$ cat src/rtl/memport_pkg.sv
package memport_pkg;
   typedef enum logic [1:0] {
      OWN_IDLE  = 2'd0,
      OWN_FETCH = 2'd1,
      OWN_DATA  = 2'd2
   } port_owner_e;
endpackage

$ cat src/rtl/memport_mux.sv
module memport_mux
   import memport_pkg::*;
#(
   parameter int AW = 16,
   parameter int DW = 32
) (
   input  logic          fetch_en,
   input  logic          mem_rd,
   input  logic          mem_wr,
   input  logic [AW-1:0] mem_addr,
   input  logic [DW-1:0] mem_wdata,
   input  logic [AW-1:0] pc,
   output port_owner_e   owner,
   output logic [AW-1:0] port_addr,
   output logic          port_we,
   output logic [DW-1:0] port_wdata
);
   always_comb begin
      if (mem_rd || mem_wr)  owner = OWN_DATA;
      else if (fetch_en)     owner = OWN_FETCH;
      else                   owner = OWN_IDLE;
   end

   assign port_addr  = (owner == OWN_DATA) ? mem_addr : pc;
   assign port_we    = (owner == OWN_DATA) && mem_wr;
   assign port_wdata = mem_wdata;
endmodule

$ cat src/rtl/memport_fetch.sv
module memport_fetch
   import memport_pkg::*;
#(
   parameter int          AW       = 16,
   parameter int          DW       = 32,
   parameter int          PC_STEP  = 4,
   parameter logic [AW-1:0] RESET_PC = '0
) (
   input  logic          clk,
   input  logic          rst_n,
   input  logic          fetch_en,
   input  port_owner_e   owner,
   input  logic [DW-1:0] rdata,
   output logic [AW-1:0] pc,
   output logic [DW-1:0] ifid_instr,
   output logic          ifid_valid,
   output logic          stall
);
   localparam logic [AW-1:0] STEP_V = AW'(PC_STEP);

   logic take;
   assign take  = (owner == OWN_FETCH);
   assign stall = fetch_en && (owner == OWN_DATA);

   always_ff @(posedge clk or negedge rst_n) begin
      if (!rst_n) begin
         pc         <= RESET_PC;
         ifid_instr <= '0;
         ifid_valid <= 1'b0;
      end else begin
         ifid_valid <= take;
         if (take) begin
            pc         <= pc + STEP_V;
            ifid_instr <= rdata;
         end
      end
   end


   stall_hold_chk: assert property (@(posedge clk) disable iff (!rst_n)
      stall |=> ($stable(pc) && $stable(ifid_instr) && !ifid_valid));


   fetch_step_chk: assert property (@(posedge clk) disable iff (!rst_n)
      (fetch_en && !stall) |=> (ifid_valid && pc == AW'($past(pc) + STEP_V)));


   no_fetch_hold_chk: assert property (@(posedge clk) disable iff (!rst_n)
      !fetch_en |=> ($stable(pc) && !ifid_valid));
endmodule

$ cat src/rtl/memport_stallcnt.sv
module memport_stallcnt #(
   parameter int CW      = 16,
   parameter bit SAT_CNT = 1'b1
) (
   input  logic          clk,
   input  logic          rst_n,
   input  logic          inc,
   output logic [CW-1:0] cnt
);
   localparam logic [CW-1:0] ONE = CW'(1);

   generate
      if (SAT_CNT) begin : g_sat
         always_ff @(posedge clk or negedge rst_n) begin
            if (!rst_n)                  cnt <= '0;
            else if (inc && cnt != '1)   cnt <= cnt + ONE;
         end
      end else begin : g_wrap
         always_ff @(posedge clk or negedge rst_n) begin
            if (!rst_n)   cnt <= '0;
            else if (inc) cnt <= cnt + ONE;
         end
      end
   endgenerate


   cnt_step_chk: assert property (@(posedge clk) disable iff (!rst_n)
      (inc && (cnt != '1)) |=> (cnt == CW'($past(cnt) + ONE)));


   cnt_idle_chk: assert property (@(posedge clk) disable iff (!rst_n)
      !inc |=> $stable(cnt));
endmodule

$ cat src/rtl/memport_arb.sv
module memport_arb
   import memport_pkg::*;
#(
   parameter int            AW       = 16,
   parameter int            DW       = 32,
   parameter int            CW       = 16,
   parameter int            PC_STEP  = 4,
   parameter logic [AW-1:0] RESET_PC = '0,
   parameter logic [DW-1:0] NOP_WORD = '0,
   parameter bit            SAT_CNT  = 1'b1
) (
   input  logic          clk,
   input  logic          rst_n,
   input  logic          fetch_en,
   input  logic          mem_rd,
   input  logic          mem_wr,
   input  logic [AW-1:0] mem_addr,
   input  logic [DW-1:0] mem_wdata,
   input  logic [DW-1:0] port_rdata,
   output logic [AW-1:0] port_addr,
   output logic          port_we,
   output logic [DW-1:0] port_wdata,
   output logic          fetch_stall,
   output logic [AW-1:0] pc,
   output logic [DW-1:0] dec_instr,
   output logic          dec_valid,
   output logic [DW-1:0] mem_result,
   output logic [CW-1:0] stall_count
);
   generate
      if (AW < 4 || AW > 64) begin : g_bad_aw
         $error("memport_arb: AW out of range");
      end
      if (DW < 8) begin : g_bad_dw
         $error("memport_arb: DW too small");
      end
      if (CW < 2) begin : g_bad_cw
         $error("memport_arb: CW too small");
      end
      if (PC_STEP < 1) begin : g_bad_step
         $error("memport_arb: PC_STEP must be positive");
      end
   endgenerate

   port_owner_e   owner;
   logic [DW-1:0] ifid_instr;
   logic          load_cap;

   memport_mux #(.AW(AW), .DW(DW)) u_mux (
      .fetch_en   (fetch_en),
      .mem_rd     (mem_rd),
      .mem_wr     (mem_wr),
      .mem_addr   (mem_addr),
      .mem_wdata  (mem_wdata),
      .pc         (pc),
      .owner      (owner),
      .port_addr  (port_addr),
      .port_we    (port_we),
      .port_wdata (port_wdata)
   );

   memport_fetch #(.AW(AW), .DW(DW), .PC_STEP(PC_STEP), .RESET_PC(RESET_PC)) u_fetch (
      .clk        (clk),
      .rst_n      (rst_n),
      .fetch_en   (fetch_en),
      .owner      (owner),
      .rdata      (port_rdata),
      .pc         (pc),
      .ifid_instr (ifid_instr),
      .ifid_valid (dec_valid),
      .stall      (fetch_stall)
   );

   memport_stallcnt #(.CW(CW), .SAT_CNT(SAT_CNT)) u_cnt (
      .clk   (clk),
      .rst_n (rst_n),
      .inc   (fetch_stall),
      .cnt   (stall_count)
   );

   assign dec_instr = dec_valid ? ifid_instr : NOP_WORD;
   assign load_cap  = mem_rd && !mem_wr;

   always_ff @(posedge clk or negedge rst_n) begin
      if (!rst_n)        mem_result <= '0;
      else if (load_cap) mem_result <= port_rdata;
   end


   data_addr_chk: assert property (@(posedge clk) disable iff (!rst_n)
      (mem_rd || mem_wr) |-> (port_addr == mem_addr));


   we_data_chk: assert property (@(posedge clk) disable iff (!rst_n)
      port_we |-> (mem_wr && port_addr == mem_addr && port_wdata == mem_wdata));


   load_capture_chk: assert property (@(posedge clk) disable iff (!rst_n)
      (mem_rd && !mem_wr) |=> (mem_result == $past(port_rdata)));


   result_hold_chk: assert property (@(posedge clk) disable iff (!rst_n)
      !(mem_rd && !mem_wr) |=> $stable(mem_result));


   stall_cause_chk: assert property (@(posedge clk) disable iff (!rst_n)
      fetch_stall |-> (fetch_en && port_addr == mem_addr));
endmodule

$ cat config.mk
export PLATFORM = sky130hd
export DESIGN_NAME = memport_arb
export DESIGN_NICKNAME = d
export VERILOG_FILES = /design/src/rtl/memport_pkg.sv /design/src/rtl/memport_mux.sv /design/src/rtl/memport_fetch.sv /design/src/rtl/memport_stallcnt.sv /design/src/rtl/memport_arb.sv
export SDC_FILE = /design/constraint.sdc
export NUM_CORES = 1
export LEC_CHECK = 0
export BUFFER_PORTS_ARGS = -buffer_cell sky130_fd_sc_hd__buf_2
export CAP_MARGIN = 20
export CORE_ASPECT_RATIO = 1.4
export CORE_UTILIZATION = 45
export DETAILED_ROUTE_END_ITERATION = 16
export GPL_TIMING_DRIVEN = 0
export HOLD_SLACK_MARGIN = 0.06
export PLACE_DENSITY_LB_ADDON = 0.1
export SLEW_MARGIN = 20
export SYNTH_ARGS = -nofsm -noshare
export SYNTH_HDL_FRONTEND = slang
export SYNTH_SLANG_ARGS = --single-unit
$ cat constraint.sdc
create_clock -name clk -period 2.2 [get_ports clk]
set_input_delay 0.44 -clock clk [delete_from_list [all_inputs] [get_ports clk]]
set_output_delay 0.44 -clock clk [all_outputs]
set_load 0.03 [all_outputs]
# ---- After elaboration in Yosys (flattened, before gate mapping)
# Index checks and enable logic that the tools add are counted.
dict set report classes {
  addsub 2
  n_eq_ne 3
  muxes 4
  reduce_logical 6
}
# op count
set ops {}
lappend ops {{32-bit 2-to-1 mux} 1}
lappend ops {{16-bit by 1-bit adder with 16-bit output, second input constant} 1}
lappend ops {{16-bit by 3-bit adder with 16-bit output, second input constant} 1}
lappend ops {{16-bit 2-to-1 mux} 1}
lappend ops {{16-bit inequality test, second input constant} 1}
lappend ops {{1-bit logical AND} 4}
lappend ops {{2-bit by 1-bit equality test with 1-bit output, second input constant} 1}
lappend ops {{2-bit equality test, second input constant} 1}
lappend ops {{2-bit 2-to-1 mux} 1}
lappend ops {{1-bit zero test} 1}
lappend ops {{1-bit logical OR} 1}
lappend ops {{1-bit 2-to-1 mux} 1}
dict set report totals {
  reg_bits 97
  input_bits 85
  output_inout_bits 147
  word_cells 20
}

# ---- Logic depth before layout (Yosys ltp)
# Gate-level depths: netlist (run 1).
dict set report logic_depth {
  ltp_word 5
  ltp_mapped 6
  depth_no_buf 5
}

# ---- By module
# From an unflattened synthesis (run 1), not the netlist that was laid out.
dict set report unflattened {
  cells_unflattened 355
  hier_area_um2 4972.3
}
# module n_inst cells_each area_each_um2 seq_area_each_um2
set modules_own_cells {}
lappend modules_own_cells {memport_fetch 1 126 2039.5 1176.1}
lappend modules_own_cells {memport_arb 1 104 1570.3 800.8}
lappend modules_own_cells {memport_stallcnt 1 72 859.6 400.4}
lappend modules_own_cells {memport_mux 1 53 503.0 0.0}

# ---- Least setup slack after synthesis (run 1)
# Ideal clock, no wire load.
dict set report synth_timing {
  path_type {input -> output}
  start {in mem_rd}
  end {out port_addr[10]}
  t_arrival_ps 1476
  required_time_ps 1760
  setup_slack_ps 284
  cell_stages 3
  path_buffers 1
  cell_sequence {nor2_1 > buf_2 > mux2_2}
}
dict set report synth_between {
  elab_chain_cells 4
}
# item line_no
set synth_rtl {}
lappend synth_rtl {{start: declaration} memport_arb.sv:15} ;# input logic mem_rd,
lappend synth_rtl {{1-bit logical OR} memport_mux.sv:19} ;# if (mem_rd || mem_wr) owner = OWN_DATA;
lappend synth_rtl {{2-bit 2-to-1 mux} memport_mux.sv:19}
lappend synth_rtl {{2-bit equality test} memport_mux.sv:24} ;# assign port_addr = (owner == OWN_DATA) ? mem_addr : pc;
lappend synth_rtl {{16-bit 2-to-1 mux} memport_mux.sv:24}
lappend synth_rtl {{end: declaration} memport_arb.sv:20} ;# output logic [AW-1:0] port_addr,
# Every way passes these cells.

# ---- Final worst setup path (run 1)
dict set report layout_timing {
  start {in mem_rd}
  end {out port_addr[12]}
}
# Same word-level chain as after synthesis.

==> results.ini, run 1 <==
[run_status]
status=completed

[worst_setup_path]
r2r-end=u_cnt.cnt[1]$_DFFE_PN0P_
worstPathMaxFanout=10
cp_data_required_time_ns=1.76
timing_worst_setup_path_type=in -> out
kind_of_start_point_of_the_critical_path=input port
critical-path-top-cell-by-count=buf_2
timing.critical_path.slowest_stage_cell=mux2_2
critPathCaptureType=output pin
critPathArrivalTime_ns=1.61
reg2reg_depth=4
max_stage_delay_ns=0.36
crit_path_cell_trace=buf_2 > nor2_4 > buf_2 > mux2_2 > buf_2
setup.reg_to_reg.worst_slack_ns=0.49
worstReg2RegStart=u_cnt.cnt[12]$_DFFE_PN0P_

[global_route]
global_route_usage_over_all_layers=0.195
globalRouteOverflowTotal=0
vias_in_the_first_global_route=3219
grt_first_pass_wirelength_microns=15300
number_of_antenna_violations_at_the_first_check_in_global_routing=0
largest_net_degree_at_the_start_of_global_routing=50

[place]
post-dp-hpwl_microns=7510
gp_congestion=0.811
place_area_sq_um=5640
post-place-ws_ns=-0.196
portBuffers=197

[logic_synthesis]
synthArstFlopShare=1.00
synth_area_per_cell_sq_um=12.6
area_share_of_the_leading_cell_type_in_the_synthesized_netlist=0.534
summed_instance_area_of_the_synthesized_netlist_sq_um=4450
yosysSeqAreaShare=0.534
synth.top_cells.by_area=dfrtp_1 (53%), mux2_2 (20%), buf_4 (5.7%)
ys.warnings.count=0
number_of_enable_type_register_cells_in_the_synthesized_netlist=0
register_bit_total_from_synthesis=95
ys.flop_type=dfrtp_1
synth.distinct_cells=33
synthCells=354
dominant_cell_type_by_area_after_synthesis=dfrtp_1

[hold_path]
holdPathStages=2
hold_class=in -> reg
worst_hold_startpoint=port_rdata[18]
hold_end=u_fetch.ifid_instr[18]$_DFFE_PN0P_

[clock_network]
path_clk_slew_ns=0.06
cts_root_buffer=clkbuf_16
clock_sinks=95
cts_tree=done
worst_skew_pair.late_latency_ns=0.34
tritoncts.num_buffers=9
htree_num_levels=3
ctsLongestPathBuffers=2

[job]
drv.max_cap_violation_count=0

[floorplan]
core-area_sq_um=9510
i_o_pins=232
floorplan.die_area_sq_um=10300
dieWidth_microns=86.0
initial_utilization=0.468
die-height_microns=120
core.rowCount=42

[power_and_ir_drop]
leakagePower_uw=0.00304
power.clock.fraction=0.276
internal-power_uw=3460
total_power_uw=5300
relative_contribution_of_combinational_cells_to_total_power=0.288
power.sequential.fraction=0.437
p_per_area_nw_per_um2=892
power.share.switching=0.347
total_switching_power_uw=1840
peakVddDrop_uv=648

[cells_and_area]
final_area_sq_um=5940
area_growth_pct=33.5
finalNetCount=652
postLayoutCoreUtil=0.625
n_fill_cell=806
antenna_cells=0
drive_above_1_share=0.600

[sta]
tightest_slew_margin_relative_to_the_limit=0.642
setup_viols_final=0
fin_setup_tns_ns=0
grt_setup_unrepaired=false
final_max_slew_viol_count=0
finalCriticalPeriod_ns=2.05
tightest_slew_ns=0.532
fmax_mhz=488
hold_viol=0
final_critical_path_setup_slack_ns=0.152
final.period_utilization=0.931
fin_worst_skew_ns=0.00536

[route]
detailedRoute.firstPassIterationCount=4
detail_route.iter0.violations=140
route.antenna.remaining_nets=0
route.vias.total=3342
number_of_remaining_drc_errors=0
routed_wirelength_microns=9770
drt-wirelength-per-cell_microns=13.9
vias_per_cell=4.76

==> kinds of logic after synthesis <==
group | count (synthesis) | share of synthesized area
mux | 82 | 0.208
compound gates | 9 | 0.0124
simple gates | 91 | 0.119
flops | 95 | 0.534
other cells | 1 | 0.000843
xor+xnor | 24 | 0.0472
buf+inv | 50 | 0.0734
fa+ha+maj | 2 | 0.00562
==> placed cells by master (no fill, tap or decap), types with 2 or more instances in the layout <==
| master | count |
|---|---|
| mux2_1 | 2 |
| and2_1 | 33 |
| clkinv_4 | 2 |
| a21oi_1 | 4 |
| buf_2 | 205 |
| xor2_1 | 9 |
| clkinv_2 | 3 |
| conb_1 | 2 |
| and4_1 | 2 |
| xnor2_1 | 15 |
| ha_1 | 2 |
| clkbuf_16 | 9 |
| mux2_2 | 80 |
| nand4_1 | 7 |
| nor2b_1 | 3 |
| nand2_1 | 14 |
| nand3_1 | 9 |
| buf_4 | 34 |
| clkbuf_8 | 2 |
| and3_1 | 7 |
| nor3_1 | 2 |
| nor2_1 | 6 |
| clkbuf_1 | 6 |
| dfrtp_1 | 95 |
==> critical path, delay by kind of cell <==
family	cells	cell delay, ns
and+or+nand+nor	1	0.22
muxes	1	0.36
buffers and inverters	3	0.59
==> per-stage QoR <==
| step | std cells | hold WS (ns) |
|---|---|---|
| 3_5_place_dp | 685 | 0.407 |
| 4_1_cts | 702 | 0.334 |
| 2_1_floorplan | 355 | 0.144 |
| 3_3_place_gp | 684 | 0.467 |
| 5_1_grt | 702 | 0.332 |
| 6_report | 702 | 0.347 |
==> flip-flops by register name (all words and copies together) (netlist names) <==
signal,count
mem_result,32
u_fetch.ifid_instr,32
u_cnt.cnt,16
u_fetch.pc,14
u_fetch.ifid_valid,1
==> power by group through the flow <==
stage          registers, uW  clock network (uW)  logic (uW)
5_1_grt                 2370                1590        1630
3_3_place_gp            2330                   0        1510
6_report                2310                1460        1520
2_1_floorplan           2700                   0         670
3_5_place_dp            2340                   0        1540
4_1_cts                 2320                1500        1540
==> synthesized netlist by cell type, drive strengths merged (2+ instances only) <==
cell	instances
a21oi	4
nor4	2
o21ai	2
nand2	14
and3	7
nor2	7
xnor2	15
xor2	9
nand4	7
nor3	3
clkbuf	6
and4	2
and2	33
nor2b	3
mux2	82
ha	2
buf	43
nand3	9
dfrtp	95
==> timing repair <==
item / 4_1_cts / 5_1_grt
hold buffers: 1 / 0
endpoints found under the hold margin: 46 / 0
setup endpoints to repair: 8 / 0
buffers inserted: 0 / 0
resized for setup: 2 / 0
==> routing by layer <==
layer,up-vias,share of wire,GRT usage
met2,144,0.53,0.353
met1,1588,0.40,0.223
li1,1598,-,-
met5,-,0,0
met3,12,0.060,0.0420
met4,0,0.016,0.0729
==> final cells by class <==
cell class / instances / area, sq um / area share
tap: 132 / 165 / 0.0278
multi-input combinational: 210 / 1760 / 0.296
clock inverter: 5 / 32.5 / 0.00548
sequential: 95 / 2380 / 0.400
timing repair buffer: 199 / 1030 / 0.173
buffer: 49 / 323 / 0.0543
clock buffer: 11 / 253 / 0.0425
inverter: 1 / 3.75 / 0.000632
==> worst max path at each step <==
stage / from / endpoint / slack, ns
after floorplan: mem_rd / port_addr[10] / 0.28
after global placement: rst_n / u_cnt.cnt[1]$_DFFE_PN0P_ / -0.22
after detailed placement: mem_wr / port_addr[13] / -0.20
after CTS: u_fetch.ifid_valid$_DFF_PN0_ / dec_instr[30] / 0.12
after global routing: u_fetch.ifid_valid$_DFF_PN0_ / dec_instr[30] / 0.05
final: mem_rd / port_addr[12] / 0.15
(Power assumes the default switching activity.)
==> run 2: changes to the inputs <==
--- a/config.mk
+++ b/config.mk
@@ -5,6 +5,7 @@
 export SDC_FILE = /design/constraint.sdc
 export NUM_CORES = 1
 export LEC_CHECK = 0
+export ABC_CLOCK_PERIOD_IN_PS = 2200
 export BUFFER_PORTS_ARGS = -buffer_cell sky130_fd_sc_hd__buf_2
 export CAP_MARGIN = 20
 export CORE_ASPECT_RATIO = 1.4
@@ -12,7 +13,7 @@
 export DETAILED_ROUTE_END_ITERATION = 16
 export GPL_TIMING_DRIVEN = 0
 export HOLD_SLACK_MARGIN = 0.06
-export PLACE_DENSITY_LB_ADDON = 0.1
+export PLACE_DENSITY = 0.8
 export SLEW_MARGIN = 20
 export SYNTH_ARGS = -nofsm -noshare
 export SYNTH_HDL_FRONTEND = slang
==> run 2 against run 1 <==
Wire length increased by 5.8%. Critical path type unchanged. Global-route usage increased by 0.69 points. Utilization increased by 0.13 points. Clock skew decreased by 0.0013 ns.
==> results.ini, run 2 (synthesis results as in run 1) <==
[hold_path]
worst_hold_startpoint=port_rdata[27]
holdPathStages=2
hold_class=in -> reg
hold_end=mem_result[27]$_DFFE_PN0P_

[job]
drv.max_cap_violation_count=0

[cells_and_area]
area_growth_pct=33.8
drive_above_1_share=0.598
postLayoutCoreUtil=0.626
n_fill_cell=770
final_cell_mix=buf_2 (205), dfrtp_1 (95), mux2_2 (80)
total_area_of_multi_input_combinational_cells_sq_um=1750
area.sequential_sq_um=2380
biggestRegsByFlops=mem_result (32), u_fetch.ifid_instr (32), u_cnt.cnt (16)
layout.cells.most_common=buf_2
finalNetCount=652

[sta]
fin_worst_skew_ns=0.00410
fin_setup_tns_ns=0
setup_viols_final=0
hold_viol=0
fmax_mhz=470
tightest_slew_margin_relative_to_the_limit=0.620
final.period_utilization=0.967
final_max_slew_viol_count=0
tightest_slew_ns=0.564
grt_setup_unrepaired=false
worst_hold_slack_ns=0.342
finalCriticalPeriod_ns=2.13

[clock_network]
path_clk_slew_ns=0.06
cts_tree=done
worst_skew_pair.late_latency_ns=0.33
ctsLongestPathBuffers=2
cts_root_buffer=clkbuf_16
tritoncts.num_buffers=9
clock_sinks=95
htree_num_levels=3

[worst_setup_path]
worstPathMaxFanout=10
timing_worst_setup_path_type=in -> out
cp_data_required_time_ns=1.76
critical-path-top-cell-by-count=buf_2
worstReg2RegStart=u_cnt.cnt[0]$_DFFE_PN0P_
max_stage_delay_ns=0.36
setup.reg_to_reg.worst_slack_ns=0.44
kind_of_start_point_of_the_critical_path=input port
critPathArrivalTime_ns=1.69
r2r-end=u_cnt.cnt[15]$_DFFE_PN0P_
reg2reg_depth=6
crit_path_cell_trace=buf_2 > nor2_2 > buf_2 > mux2_2 > buf_2
critPathBufInv=3
timing.critical_path.slowest_stage_cell=mux2_2
critPathCaptureType=output pin
critPathTopFamily=buffers and inverters

[floorplan]
floorplan.die_area_sq_um=10300
initial_utilization=0.468
core-area_sq_um=9510
i_o_pins=232
core.rowCount=42
die-height_microns=120
dieWidth_microns=86.0

[power_and_ir_drop]
peakVddDrop_uv=847
leakagePower_uw=0.00304
p_per_area_nw_per_um2=908
total_power_uw=5410

[global_route]
number_of_antenna_violations_at_the_first_check_in_global_routing=1
global_route_usage_over_all_layers=0.202
largest_net_degree_at_the_start_of_global_routing=62
globalRouteOverflowTotal=0
vias_in_the_first_global_route=3424
grt_first_pass_wirelength_microns=16100

[route]
routed_wirelength_microns=10300
route.antenna.remaining_nets=0
detail_route.iter0.violations=118
number_of_remaining_drc_errors=0
detailedRoute.firstPassIterationCount=4
vias_per_cell=4.82
route.vias.total=3385
drt-wirelength-per-cell_microns=14.7

[place]
portBuffers=197
post-dp-hpwl_microns=7830
gp_congestion=0.844

[run_status]
status=completed

==> run 2: cell types whose count changed in the layout (fill, tap and decap cells not counted), sizes merged <==
cell | previous run | this run
bufinv | 0 | 1
clkinv | 5 | 4
diode | 0 | 1
==> run 2: per-layer routing <==
layer	track usage	part of all wire	routed length [microns]	up-vias
met2	0.371	0.54	5590	160
met5	0	0	0	-
met1	0.226	0.38	3890	1608
met4	0.0771	0.022	228	0
met3	0.0420	0.061	626	20
li1	-	-	-	1597
==> run 2: worst max-delay path by stage <==
stage | startpoint | end | depth (start not counted) | slack (ns)
floorplan | mem_rd | port_addr[10] | 3 | 0.28
global placement | rst_n | u_fetch.ifid_instr[4]$_DFFE_PN0P_ | 1 | -0.17
detailed placement | mem_rd | port_addr[13] | 5 | -0.10
CTS | mem_rd | port_addr[13] | 5 | 0.06
global route | mem_rd | port_addr[7] | 5 | 0.01
finish | mem_rd | port_addr[13] | 5 | 0.07
==> run 2: timing repair <==
action | CTS | global route
setup endpoints to repair | 8 | 0
hold endpoints to repair | 34 | 0
hold buffers | 1 | 0
resized for setup | 1 | 0
setup buffers | 0 | 0
==> run 2: worst register-to-register path: cells and delay by family (launching register included) <==
kind | cells | cell delay, ns
simple gates | 3 | 0.74
flops | 1 | 0.40
fa+ha+maj | 1 | 0.24
buf+inv | 1 | 0.17
xor+xnor | 1 | 0.14
==> run 2: final cells by class <==
type	instances	share of cell area
Inverter	1	0.000631
Buffer	49	0.0542
Clock buffer	11	0.0408
Antenna cell	1	0.000420
Clock inverter	5	0.00967
Tap cell	132	0.0277
Multi-Input combinational cell	210	0.294
Timing Repair Buffer	199	0.173
Sequential cell	95	0.399
==> run 2: report_power, final <==
part	internal [uW]	switching (uW)	leakage, uW
sequential	2060	260	0.00116
combinational	576	957	0.00173
clock	912	641	0.000149
==> run 2: through the flow <==
step                      cell area (sq um)  setup WS (ns)  cells
after global placement                 5600         -0.169    684
after global routing                   5950         0.0147    703
final                                  5950         0.0726    703
after detailed placement               5640         -0.101    685
after CTS                              5950         0.0583    702
after floorplan                        4450          0.284    355
==> run 3: changes to the inputs <==
--- a/config.mk
+++ b/config.mk
@@ -13,6 +13,7 @@
 export DETAILED_ROUTE_END_ITERATION = 16
 export GPL_TIMING_DRIVEN = 0
 export HOLD_SLACK_MARGIN = 0.06
+export MAX_ROUTING_LAYER = met4
 export PLACE_DENSITY = 0.8
 export SLEW_MARGIN = 20
 export SYNTH_ARGS = -nofsm -noshare
==> run 3 against run 2 <==
First-iteration DRC count is 13% higher. Critical path type unchanged. Fmax barely moved. Design area unchanged. Clock power hardly changed. Highest routed layer unchanged. Die area unchanged. Final cell count did not move.
==> results.ini, run 3 (synthesis results as in run 1) <==
[run_status]
status=completed

[sta]
setup_viols_final=0
final_max_slew_viol_count=0
final.period_utilization=0.968
fmax_mhz=470
finalCriticalPeriod_ns=2.13
grt_setup_unrepaired=false
hold_viol=0
tightest_slew_ns=0.546
worst_hold_slack_ns=0.342
tightest_slew_margin_relative_to_the_limit=0.633
fin_worst_skew_ns=0.00410
fin_setup_tns_ns=0

[global_route]
vias_in_the_first_global_route=3422
grt_first_pass_wirelength_microns=16100
largest_net_degree_at_the_start_of_global_routing=62
number_of_antenna_violations_at_the_first_check_in_global_routing=1
global_route_usage_over_all_layers=0.208
globalRouteOverflowTotal=0

[power_and_ir_drop]
p_per_area_nw_per_um2=908
power.share.switching=0.344
leakagePower_uw=0.00304
power.sequential.fraction=0.429
power.clock.fraction=0.287
peakVddDrop_uv=848
total_switching_power_uw=1860
internal-power_uw=3550
relative_contribution_of_combinational_cells_to_total_power=0.284
total_power_uw=5410

[place]
portBuffers=197
post-dp-hpwl_microns=7830
gp_congestion=0.858
placed_instances=685

[worst_setup_path]
reg2reg_depth=6
r2r-end=u_cnt.cnt[15]$_DFFE_PN0P_
cp_data_required_time_ns=1.76
timing.critical_path.slowest_stage_cell=mux2_2
critical-path-top-cell-by-count=buf_2
max_stage_delay_ns=0.36
worstPathMaxFanout=10
critPathCaptureType=output pin
critPathBufInv=3
crit_path_cell_trace=buf_2 > nor2_2 > buf_2 > mux2_2 > buf_2
timing_worst_setup_path_type=in -> out
kind_of_start_point_of_the_critical_path=input port
critPathArrivalTime_ns=1.69
worstReg2RegStart=u_cnt.cnt[0]$_DFFE_PN0P_
critPathTopFamily=buffers and inverters
crit_start=mem_rd
setup.reg_to_reg.worst_slack_ns=0.45

[cells_and_area]
drive_above_1_share=0.598
area_growth_pct=33.8
biggestRegsByFlops=mem_result (32), u_fetch.ifid_instr (32), u_cnt.cnt (16)
final_cell_mix=buf_2 (205), dfrtp_1 (95), mux2_2 (80)
final_cells=703
layout.cells.most_common=buf_2
finalNetCount=652
postLayoutCoreUtil=0.626

[job]
drv.max_cap_violation_count=0

[hold_path]
holdPathStages=2
hold_class=in -> reg
hold_end=mem_result[27]$_DFFE_PN0P_
worst_hold_startpoint=port_rdata[27]

[route]
detail_route.iter0.violations=133
drt-wirelength-per-cell_microns=14.7
routed_wirelength_microns=10400
route.antenna.remaining_nets=0
detailedRoute.firstPassIterationCount=4
route.vias.total=3387
vias_per_cell=4.82
number_of_remaining_drc_errors=0

[floorplan]
floorplan.die_area_sq_um=10300
die-height_microns=120
i_o_pins=232
core.rowCount=42
core-area_sq_um=9510
initial_utilization=0.468
dieWidth_microns=86.0

[clock_network]
htree_num_levels=3
cts_tree=done
worst_skew_pair.late_latency_ns=0.33
path_clk_slew_ns=0.06
clock_sinks=95
ctsLongestPathBuffers=2
tritoncts.num_buffers=9
postCtsSetupBuffers=0
cts_root_buffer=clkbuf_16

run 3: cell counts in the layout (fill, tap and decap cells not counted):
Identical to the previous run, type by type.
run 3: area by class of cell:
cell class	count	area [sq um]
Timing Repair Buffer	199	1030
Fill cell	770	3560
Clock inverter	5	57.6
Buffer	49	323
Inverter	1	3.75
Sequential cell	95	2380
Antenna cell	1	2.50
Clock buffer	11	243
Multi-Input combinational cell	210	1750
Tap cell	132	165
run 3: worst reg2reg max path, stage by stage (launching register included):
cell and delay, ns:
dfrtp_1 0.40, ha_1 0.24, nand2_1 0.09, or4_1 0.51, buf_2 0.17, nand4_1 0.14, xnor2_1 0.14
run 3: metrics by stage:
stage	cell area, sq um	setup slack (ns)
finish	5950	0.0712
floorplan	4450	0.284
detailed placement	5640	-0.101
CTS	5950	0.0583
global route	5950	0.0147
global placement	5600	-0.169
run 3: timing repair:
item                       CTS  global route
setup endpoints to repair    8             0
hold buffers                 1             0
gates resized for setup      1             0
hold endpoints to repair    34             0
run 3: per-layer routing:
| layer | global-route usage | up-vias | wire (microns) |
|---|---|---|---|
| met5 | - | - | 0 |
| met1 | 0.227 | 1618 | 3950 |
| met3 | 0.0399 | 19 | 594 |
| met4 | 0.0771 | 0 | 217 |
| li1 | - | 1596 | - |
| met2 | 0.371 | 154 | 5590 |
run 3: how the worst max path moves through the flow:
stage	endpoint	slack, ns	cells after the start
floorplan	port_addr[10]	0.28	3
global placement	u_fetch.ifid_instr[4]$_DFFE_PN0P_	-0.17	1
detailed placement	port_addr[13]	-0.10	5
CTS	port_addr[13]	0.06	5
global route	port_addr[7]	0.01	5
finish	port_addr[13]	0.07	5
run 3: power groups by stage:
stage               sequential, uW  combinational, uW  clock (uW)
floorplan                     2700                670           0
global placement              2320               1510           0
detailed placement            2340               1540           0
CTS                           2320               1550        1590
global route                  2360               1630        1650
finish                        2320               1540        1550
